$ cat src/rtl/fc_pkg.sv
package fc_pkg;

   typedef enum logic [1:0] {
      ST_IDLE   = 2'd0,
      ST_GET_CS = 2'd1,
      ST_GET_SS = 2'd2
   } fc_state_e;

   typedef enum logic {
      OP_ENTER = 1'b0,
      OP_LEAVE = 1'b1
   } fc_op_e;

   localparam int unsigned MSR_IDX_CODE_SEL  = 0;
   localparam int unsigned MSR_IDX_ENTRY_PTR = 1;
   localparam int unsigned MSR_IDX_STACK_PTR = 2;

   localparam logic [1:0] PRIV_KERNEL = 2'd0;
   localparam logic [1:0] PRIV_USER   = 2'd3;

endpackage

$ cat src/rtl/fc_msr_bank.sv
module fc_msr_bank #(
   parameter int SEL_W = 16,
   parameter int PTR_W = 32,
   parameter int AW    = 2
) (
   input  logic             clk,
   input  logic             rst_n,
   input  logic             we,
   input  logic [AW-1:0]    addr,
   input  logic [PTR_W-1:0] wdata,
   output logic [SEL_W-1:0] code_sel,
   output logic [PTR_W-1:0] entry_ptr,
   output logic [PTR_W-1:0] stack_ptr
);
   import fc_pkg::*;

   localparam int NPTR = 2;

   if (SEL_W > PTR_W) begin : g_bad_sel
      $error("SEL_W must not exceed PTR_W");
   end
   if ((1 << AW) < 3) begin : g_bad_aw
      $error("AW too small for three MSRs");
   end

   logic [SEL_W-1:0] sel_q;
   logic [PTR_W-1:0] ptr_q [NPTR];

   always_ff @(posedge clk or negedge rst_n) begin
      if (!rst_n)                                             sel_q <= '0;
      else if (we && addr == AW'(MSR_IDX_CODE_SEL))           sel_q <= wdata[SEL_W-1:0];
   end

   for (genvar i = 0; i < NPTR; i++) begin : g_ptr
      always_ff @(posedge clk or negedge rst_n) begin
         if (!rst_n)                                          ptr_q[i] <= '0;
         else if (we && addr == AW'(MSR_IDX_ENTRY_PTR + i))   ptr_q[i] <= wdata;
      end
   end

   assign code_sel  = sel_q;
   assign entry_ptr = ptr_q[MSR_IDX_ENTRY_PTR - 1];
   assign stack_ptr = ptr_q[MSR_IDX_STACK_PTR - 1];

endmodule

$ cat src/rtl/fc_ctrl.sv
module fc_ctrl #(
   parameter int SEL_W         = 16,
   parameter int PTR_W         = 32,
   parameter int DESC_BYTES    = 8,
   parameter bit CHECK_NULL_SEL = 1'b1
) (
   input  logic             clk,
   input  logic             rst_n,
   input  logic             enter_req,
   input  logic             leave_req,
   input  logic             prot_en,
   input  logic             vm86,
   input  logic [1:0]       cpl,
   input  logic [SEL_W-1:0] code_sel,
   input  logic [PTR_W-1:0] entry_ptr,
   input  logic [PTR_W-1:0] stack_ptr,
   input  logic [PTR_W-1:0] gpr_edx,
   input  logic [PTR_W-1:0] gpr_ecx,
   input  logic             desc_ack,
   output logic             desc_req,
   output logic [SEL_W-1:0] desc_sel,
   output logic             busy,
   output logic             fault,
   output logic             ld_cs,
   output logic             ld_ss,
   output logic [SEL_W-1:0] new_cs,
   output logic [SEL_W-1:0] new_ss,
   output logic [PTR_W-1:0] new_ip,
   output logic [PTR_W-1:0] new_sp,
   output logic [1:0]       new_cpl,
   output logic             clr_vm
);
   import fc_pkg::*;

   localparam int RPL_W = 2;
   localparam logic [SEL_W-1:0] OFS_KSTK = SEL_W'(DESC_BYTES);
   localparam logic [SEL_W-1:0] OFS_UCS  = SEL_W'(2 * DESC_BYTES);
   localparam logic [SEL_W-1:0] OFS_USTK = SEL_W'(3 * DESC_BYTES);
   localparam logic [SEL_W-1:0] RPL_USER = SEL_W'(PRIV_USER);

   if (SEL_W < 8) begin : g_bad_selw
      $error("SEL_W too small");
   end
   if (DESC_BYTES < 4 || (DESC_BYTES & (DESC_BYTES - 1)) != 0) begin : g_bad_stride
      $error("DESC_BYTES must be a power of two, at least 4");
   end

   fc_state_e        state_q, state_d;
   fc_op_e           op_q;
   logic [SEL_W-1:0] base_q;
   logic [PTR_W-1:0] ip_q, sp_q;
   logic             fault_q;
   logic             null_sel, enter_ok, leave_ok, idle;
   logic             take_enter, take_leave, bad_req;

   if (CHECK_NULL_SEL) begin : g_null_chk
      assign null_sel = (code_sel[SEL_W-1:RPL_W] == '0);
   end else begin : g_no_null_chk
      assign null_sel = 1'b0;
   end

   assign idle       = (state_q == ST_IDLE);
   assign enter_ok   = prot_en && !null_sel;
   assign leave_ok   = prot_en && !vm86 && (cpl == PRIV_KERNEL);
   assign take_enter = idle && enter_req && enter_ok;
   assign take_leave = idle && !enter_req && leave_req && leave_ok;
   assign bad_req    = idle && ((enter_req && !enter_ok) ||
                                (!enter_req && leave_req && !leave_ok));

   always_comb begin
      state_d = state_q;
      unique case (state_q)
         ST_IDLE:   if (take_enter || take_leave) state_d = ST_GET_CS;
         ST_GET_CS: if (desc_ack)                 state_d = ST_GET_SS;
         ST_GET_SS: if (desc_ack)                 state_d = ST_IDLE;
         default:                                 state_d = ST_IDLE;
      endcase
   end

   always_ff @(posedge clk or negedge rst_n) begin
      if (!rst_n) begin
         state_q <= ST_IDLE;
         op_q    <= OP_ENTER;
         base_q  <= '0;
         ip_q    <= '0;
         sp_q    <= '0;
         fault_q <= 1'b0;
      end else begin
         state_q <= state_d;
         fault_q <= bad_req;
         if (take_enter) begin
            op_q   <= OP_ENTER;
            base_q <= code_sel;
            ip_q   <= entry_ptr;
            sp_q   <= stack_ptr;
         end else if (take_leave) begin
            op_q   <= OP_LEAVE;
            base_q <= code_sel;
            ip_q   <= gpr_edx;
            sp_q   <= gpr_ecx;
         end
      end
   end

   always_comb begin
      if (op_q == OP_ENTER) begin
         new_cs  = base_q;
         new_ss  = base_q + OFS_KSTK;
         new_cpl = PRIV_KERNEL;
      end else begin
         new_cs  = (base_q + OFS_UCS)  | RPL_USER;
         new_ss  = (base_q + OFS_USTK) | RPL_USER;
         new_cpl = PRIV_USER;
      end
   end

   assign new_ip   = ip_q;
   assign new_sp   = sp_q;
   assign clr_vm   = (op_q == OP_ENTER);
   assign busy     = !idle;
   assign fault    = fault_q;
   assign desc_req = (state_q == ST_GET_CS) || (state_q == ST_GET_SS);
   assign desc_sel = (state_q == ST_GET_CS) ? new_cs :
                     (state_q == ST_GET_SS) ? new_ss : '0;
   assign ld_cs    = (state_q == ST_GET_CS) && desc_ack;
   assign ld_ss    = (state_q == ST_GET_SS) && desc_ack;

   // an unacknowledged read keeps its request and selector
   p_sel_hold_r6: assert property (@(posedge clk) disable iff (!rst_n)
      desc_req && !desc_ack |=> desc_req && $stable(desc_sel));

   // the code-segment read is always followed by the stack-segment read
   p_cs_then_ss_r6: assert property (@(posedge clk) disable iff (!rst_n)
      ld_cs |=> desc_req && !ld_cs);

   // the block goes idle right after the second acknowledge
   p_done_idle_r8: assert property (@(posedge clk) disable iff (!rst_n)
      ld_ss |=> !busy);

   // a fault never starts a descriptor read
   p_fault_no_read_r7: assert property (@(posedge clk) disable iff (!rst_n)
      fault |-> !desc_req);

endmodule

$ cat src/rtl/fc_arch_regs.sv
module fc_arch_regs #(
   parameter int SEL_W = 16,
   parameter int PTR_W = 32
) (
   input  logic             clk,
   input  logic             rst_n,
   input  logic             ld_cs,
   input  logic             ld_ss,
   input  logic [SEL_W-1:0] new_cs,
   input  logic [SEL_W-1:0] new_ss,
   input  logic [PTR_W-1:0] new_ip,
   input  logic [PTR_W-1:0] new_sp,
   input  logic [1:0]       new_cpl,
   input  logic             clr_vm,
   input  logic             vm86_set,
   output logic [SEL_W-1:0] seg_cs,
   output logic [PTR_W-1:0] ins_ptr,
   output logic [SEL_W-1:0] seg_ss,
   output logic [PTR_W-1:0] stk_ptr,
   output logic [1:0]       cpl,
   output logic             vm86
);
   logic [SEL_W-1:0] cs_q, ss_q;
   logic [PTR_W-1:0] ip_q, sp_q;
   logic [1:0]       cpl_q;
   logic             vm_q;

   always_ff @(posedge clk or negedge rst_n) begin
      if (!rst_n) begin
         cs_q <= '0;
         ip_q <= '0;
      end else if (ld_cs) begin
         cs_q <= new_cs;
         ip_q <= new_ip;
      end
   end

   always_ff @(posedge clk or negedge rst_n) begin
      if (!rst_n) begin
         ss_q  <= '0;
         sp_q  <= '0;
         cpl_q <= 2'd0;
      end else if (ld_ss) begin
         ss_q  <= new_ss;
         sp_q  <= new_sp;
         cpl_q <= new_cpl;
      end
   end

   always_ff @(posedge clk or negedge rst_n) begin
      if (!rst_n)                vm_q <= 1'b0;
      else if (ld_ss && clr_vm)  vm_q <= 1'b0;
      else if (vm86_set)         vm_q <= 1'b1;
   end

   assign seg_cs  = cs_q;
   assign ins_ptr = ip_q;
   assign seg_ss  = ss_q;
   assign stk_ptr = sp_q;
   assign cpl     = cpl_q;
   assign vm86    = vm_q;

   // privilege level moves only with the stack-segment load
   p_cpl_only_on_ss_r3: assert property (@(posedge clk) disable iff (!rst_n)
      !ld_ss |=> $stable(cpl_q));

   // code segment and instruction pointer move only on the first load
   p_cs_only_on_ld_r6: assert property (@(posedge clk) disable iff (!rst_n)
      !ld_cs |=> $stable(cs_q) && $stable(ip_q));

   // a set request without a clearing commit raises the flag
   p_vm_set_r10: assert property (@(posedge clk) disable iff (!rst_n)
      vm86_set && !ld_ss |=> vm_q);

endmodule

$ cat src/rtl/fastcall_seq.sv
module fastcall_seq #(
   parameter int SEL_W          = 16,
   parameter int PTR_W          = 32,
   parameter int MSR_AW         = 2,
   parameter int DESC_BYTES     = 8,
   parameter bit CHECK_NULL_SEL = 1'b1
) (
   input  logic             clk,
   input  logic             rst_n,
   input  logic             msr_we,
   input  logic [MSR_AW-1:0] msr_addr,
   input  logic [PTR_W-1:0] msr_wdata,
   input  logic             prot_en,
   input  logic             enter_req,
   input  logic             leave_req,
   input  logic             vm86_set,
   input  logic [PTR_W-1:0] gpr_edx,
   input  logic [PTR_W-1:0] gpr_ecx,
   output logic             desc_req,
   output logic [SEL_W-1:0] desc_sel,
   input  logic             desc_ack,
   output logic             busy,
   output logic             fault,
   output logic [SEL_W-1:0] seg_cs,
   output logic [PTR_W-1:0] ins_ptr,
   output logic [SEL_W-1:0] seg_ss,
   output logic [PTR_W-1:0] stk_ptr,
   output logic [1:0]       cpl,
   output logic             vm86
);
   localparam logic [SEL_W-1:0] STRIDE = SEL_W'(DESC_BYTES);

   logic [SEL_W-1:0] code_sel;
   logic [PTR_W-1:0] entry_ptr, stack_ptr;
   logic             ld_cs, ld_ss, clr_vm;
   logic [SEL_W-1:0] new_cs, new_ss;
   logic [PTR_W-1:0] new_ip, new_sp;
   logic [1:0]       new_cpl;

   fc_msr_bank #(.SEL_W(SEL_W), .PTR_W(PTR_W), .AW(MSR_AW)) u_msr (
      .clk(clk), .rst_n(rst_n), .we(msr_we), .addr(msr_addr), .wdata(msr_wdata),
      .code_sel(code_sel), .entry_ptr(entry_ptr), .stack_ptr(stack_ptr)
   );

   fc_ctrl #(.SEL_W(SEL_W), .PTR_W(PTR_W), .DESC_BYTES(DESC_BYTES),
             .CHECK_NULL_SEL(CHECK_NULL_SEL)) u_ctrl (
      .clk(clk), .rst_n(rst_n), .enter_req(enter_req), .leave_req(leave_req),
      .prot_en(prot_en), .vm86(vm86), .cpl(cpl), .code_sel(code_sel),
      .entry_ptr(entry_ptr), .stack_ptr(stack_ptr), .gpr_edx(gpr_edx),
      .gpr_ecx(gpr_ecx), .desc_ack(desc_ack), .desc_req(desc_req),
      .desc_sel(desc_sel), .busy(busy), .fault(fault), .ld_cs(ld_cs),
      .ld_ss(ld_ss), .new_cs(new_cs), .new_ss(new_ss), .new_ip(new_ip),
      .new_sp(new_sp), .new_cpl(new_cpl), .clr_vm(clr_vm)
   );

   fc_arch_regs #(.SEL_W(SEL_W), .PTR_W(PTR_W)) u_arch (
      .clk(clk), .rst_n(rst_n), .ld_cs(ld_cs), .ld_ss(ld_ss),
      .new_cs(new_cs), .new_ss(new_ss), .new_ip(new_ip), .new_sp(new_sp),
      .new_cpl(new_cpl), .clr_vm(clr_vm), .vm86_set(vm86_set),
      .seg_cs(seg_cs), .ins_ptr(ins_ptr), .seg_ss(seg_ss), .stk_ptr(stk_ptr),
      .cpl(cpl), .vm86(vm86)
   );

   // a fault cycle follows a cycle with no architectural change
   p_fault_keeps_state_r7: assert property (@(posedge clk) disable iff (!rst_n)
      fault |-> $stable(seg_cs) && $stable(ins_ptr) && $stable(seg_ss)
                && $stable(stk_ptr) && $stable(cpl));

   // fault and busy never overlap
   p_fault_not_busy_r8: assert property (@(posedge clk) disable iff (!rst_n)
      fault |-> !busy);

   // after any completed transition the stack selector sits one descriptor above code
   p_ss_stride_r2: assert property (@(posedge clk) disable iff (!rst_n)
      $fell(busy) |-> seg_ss == seg_cs + STRIDE);

   // a completed return leaves user-level selectors
   p_user_rpl_r4: assert property (@(posedge clk) disable iff (!rst_n)
      $fell(busy) && cpl == 2'd3 |-> seg_cs[1:0] == 2'd3 && seg_ss[1:0] == 2'd3);

   // a completed entry leaves the virtual-8086 flag clear
   p_kernel_no_vm_r3: assert property (@(posedge clk) disable iff (!rst_n)
      $fell(busy) && cpl == 2'd0 |-> !vm86);

endmodule

$ cat config.mk
export PLATFORM = sky130hd
export DESIGN_NAME = fastcall_seq
export DESIGN_NICKNAME = d
export VERILOG_FILES = /design/src/rtl/fc_pkg.sv /design/src/rtl/fc_msr_bank.sv /design/src/rtl/fc_ctrl.sv /design/src/rtl/fc_arch_regs.sv /design/src/rtl/fastcall_seq.sv
export SDC_FILE = /design/constraint.sdc
export NUM_CORES = 1
export LEC_CHECK = 0
export BUFFER_PORTS_ARGS = -buffer_cell sky130_fd_sc_hd__buf_2
export CAP_MARGIN = 30
export CORE_MARGIN = 5
export CORE_UTILIZATION = 55
export DETAILED_ROUTE_END_ITERATION = 10
export GPL_ROUTABILITY_DRIVEN = 1
export PLACE_DENSITY_LB_ADDON = 0.1
export SLEW_MARGIN = 25
export SYNTH_ARGS = -nofsm -noshare
export SYNTH_HDL_FRONTEND = slang
export SYNTH_SLANG_ARGS = --single-unit
$ cat constraint.sdc
create_clock -name clk -period 4.5 [get_ports clk]
set_clock_uncertainty 0.1 [all_clocks]
set_input_delay 0.45 -clock clk [delete_from_list [all_inputs] [get_ports clk]]
set_output_delay 0.45 -clock clk [all_outputs]
set_load 0.02 [all_outputs]
==> summary.txt <==
ys flop type -> dfrtp_1
RSZ-0062 raised after global routing -> false
Gate Count Post-Synth -> 828
core area -> 19,700 sq um
Max Freq -> 281 MHz
synth warn -> 0
Hold Crit Class -> in -> reg
Longest Clk Path Bufs -> 3
Power Density -> 692 nW/um^2
Post-Syn Area -> 11,100 sq um
initial drt markers -> 411
post-placement cell area -> 12,400 sq um
Worst Max-Slew Pin Slew -> 902 ps
Tcrit/Tclk final -> 79.1%
P&R area growth vs syn -> 19.9%
Worst slew margin -> 39.6%
CTS Root Cell -> clkbuf_16
Slew Limit Fails -> 0
peak supply drop -> 397 uV
Setup CP Type -> reg -> out
gpl congestion -> 0.857
outcome -> finished clean
share of synthesized registers carrying an async set or reset -> 100%
I/O pin count -> 224
initial core utilization -> 56.3%
I/O Buffers -> 223
First-pass DRT Iterations -> 4
Total GRT Usage -> 22.8%
Post-DP HPWL -> 17,800 um
Num CTS Buffers -> 28
crit end category -> primary output
Pwr Total -> 9180 uW
Site Rows -> 51
Hold Violations, Final -> 0
pin count of the biggest net entering global routing -> 106
crit-path max FO -> 15
Final #Nets -> 1,148
htree depth -> 1
final setup fails -> 0
Setup crit start kind -> flip-flop
clk sinks -> 262
Vias -> 7,442
CTS tree -> yes
Synth Net Count -> 941
final WL -> 26,400 um
global route total overflow -> 0
Yosys cell types -> 52
post-route antenna net violation count -> 0
vias in the first global route -> 7,934
Yosys reg bits -> 262
Arr. time, crit path -> 3010 ps
DRC Markers -> 0
final core occ -> 67.5%
Design Area, Final -> 13,300 sq um
register area share after synthesis -> 59.2%
Post-synth EDFFs -> 0
postcts setup bufs -> 0
Avg Inst Size Synth -> 13.4 sq um
Static Leak -> 0.00633 uW
layout cells sized above 1 -> 41.5%
clock transition at the registers of the reported paths -> 60 ps
Skew-Pair Late Insertion Delay -> 520 ps
total negative slack -> 0 ps
min cycle time layout -> 3560 ps
Worst EP required -> 3950 ps
Die ar. -> 23,100 sq um
max-cap viol count -> 0
Die H -> 152 um
first-pass GRT wire length -> 43,400 um
initial antenna violation count -> 7
DR vias/cell -> 5.65
wire length per cell after detailed routing -> 20.0 um
Die X -> 152 um
[per-stage QoR]
step | hold WS (ps) | std cells | setup WS, ps
after floorplan | 54.4 | 828 | 1550
after global placement | 359 | 1268 | 1530
after detailed placement | 366 | 1269 | 1520
after CTS | 46.3 | 1317 | 965
after global routing | 55.8 | 1318 | 768
final | 63.9 | 1318 | 939
[worst paths after layout]
path | start | endpoint | slack [ps] | depth (start not counted)
min in group asynchronous | rst_n | u_arch.ins_ptr[8] | 450 | 2
setup / recovery | u_ctrl.op_q | desc_sel[13] | 940 | 7
setup reg to reg | u_ctrl.state_q[1] | u_arch.ins_ptr[18] | 1660 | 5
hold / removal | prot_en | u_ctrl.fault | 60 | 2
max in group asynchronous | rst_n | u_arch.stk_ptr[24] | 2800 | 3
hold reg to reg | u_arch.seg_ss[6] | u_arch.seg_ss[6] | 370 | 2
[Yosys cell counts (all sizes together), types with 2 or more instances]
master	number	area [sq um]
dfrtp	262	6560
nand2	45	169
and4	2	17.5
xor2	11	96.3
a221o	64	641
nor2b	2	12.5
nand4	9	62.6
xnor2	10	87.6
nor3b	3	27.5
and2	68	428
a31oi	2	12.5
nand3	4	20.0
a21o	3	22.5
nand2b	2	12.5
mux2	166	1870
inv	7	26.3
o31ai	3	22.5
a311oi	5	43.8
nor3	8	51.3
nand3b	3	22.5
clkbuf	33	124
o2bb2ai	4	35.0
nor2	16	60.1
and3	2	12.5
a21oi	10	61.3
nor4	3	37.5
buf	26	160
ha	6	75.1
o21ai	36	180
[critical path: stages, from the launching register on]
cell      delay (ps)
dfrtp_1          630
inv_1            150
fa_1             520
nand3b_1         260
nor2_1           280
o31ai_1          100
a311oi_1         320
buf_2            220
[metal layers]
metal | GRT usage, % | share of wire (%)
met5 | 0 | 0.23
met4 | 5.82 | 2.6
met3 | 5.06 | 5.6
met2 | 37.8 | 49
met1 | 30.9 | 43
[report_power, final]
part | switching [uW] | internal (uW) | total, uW
registers | 665 | 3240 | 3910
logic | 1700 | 1350 | 3050
clock network | 890 | 1330 | 2220
total | 3260 | 5920 | 9180
[timing repair]
action                                 in CTS  in global routing
endpoints found under the hold margin     102                  0
gates resized for setup                     0                  0
hold buffers                                1                  0
[kinds of logic (layout without fill, tap and decap cells)]
| logic type | Yosys count | after routing | synth area share, % |
|---|---|---|---|
| AO/OA/AOI/OAI | 136 | 136 | 9.87 |
| other | 0 | 1 | 0 |
| AND/OR/NAND/NOR | 169 | 169 | 8.59 |
| adder cells (fa/ha/maj) | 7 | 7 | 0.859 |
| multiplexers | 167 | 167 | 17.0 |
| buffers and inverters | 66 | 290 | 2.80 |
| XOR/XNOR | 21 | 21 | 1.66 |
| flip-flops | 262 | 262 | 59.2 |
[state kept, by name (all words and copies together), names as in the netlist]
name / flops
u_arch.vm86: 1
u_arch.stk_ptr: 32
u_arch.ins_ptr: 32
u_msr.entry_ptr: 32
u_ctrl.op_q: 1
u_msr.code_sel: 16
u_arch.seg_ss: 16
u_msr.stack_ptr: 32
u_ctrl.new_sp: 32
u_arch.cpl: 1
u_ctrl.new_ip: 32
u_arch.seg_cs: 16
u_ctrl.base_q: 16
u_ctrl.fault: 1
u_ctrl.state_q: 2
[layout by cell type, fill, tap and decap left out, drive strengths merged, types with 4 or more instances in the layout]
| cell type | count |
|---|---|
| a21oi | 10 |
| a221o | 64 |
| a311oi | 5 |
| and2 | 68 |
| buf | 235 |
| clkbuf | 43 |
| dfrtp | 262 |
| ha | 6 |
| inv | 8 |
| mux2 | 166 |
| nand2 | 45 |
| nand3 | 4 |
| nand4 | 9 |
| nor2 | 16 |
| nor3 | 8 |
| o21ai | 36 |
| o2bb2ai | 4 |
| xnor2 | 10 |
| xor2 | 11 |
[cell type report]
| class | instances | area (sq um) |
|---|---|---|
| Antenna cell | 1 | 2.50 |
| Clock buffer | 43 | 838 |
| Clock inverter | 4 | 51.3 |
| Fill cell | 1529 | 6380 |
| Inverter | 7 | 26.3 |
| Multi-Input combinational cell | 500 | 4210 |
| Sequential cell | 262 | 6560 |
| Tap cell | 265 | 332 |
| Timing Repair Buffer | 236 | 1260 |
Note: power is estimated with default switching activity, not from simulation.
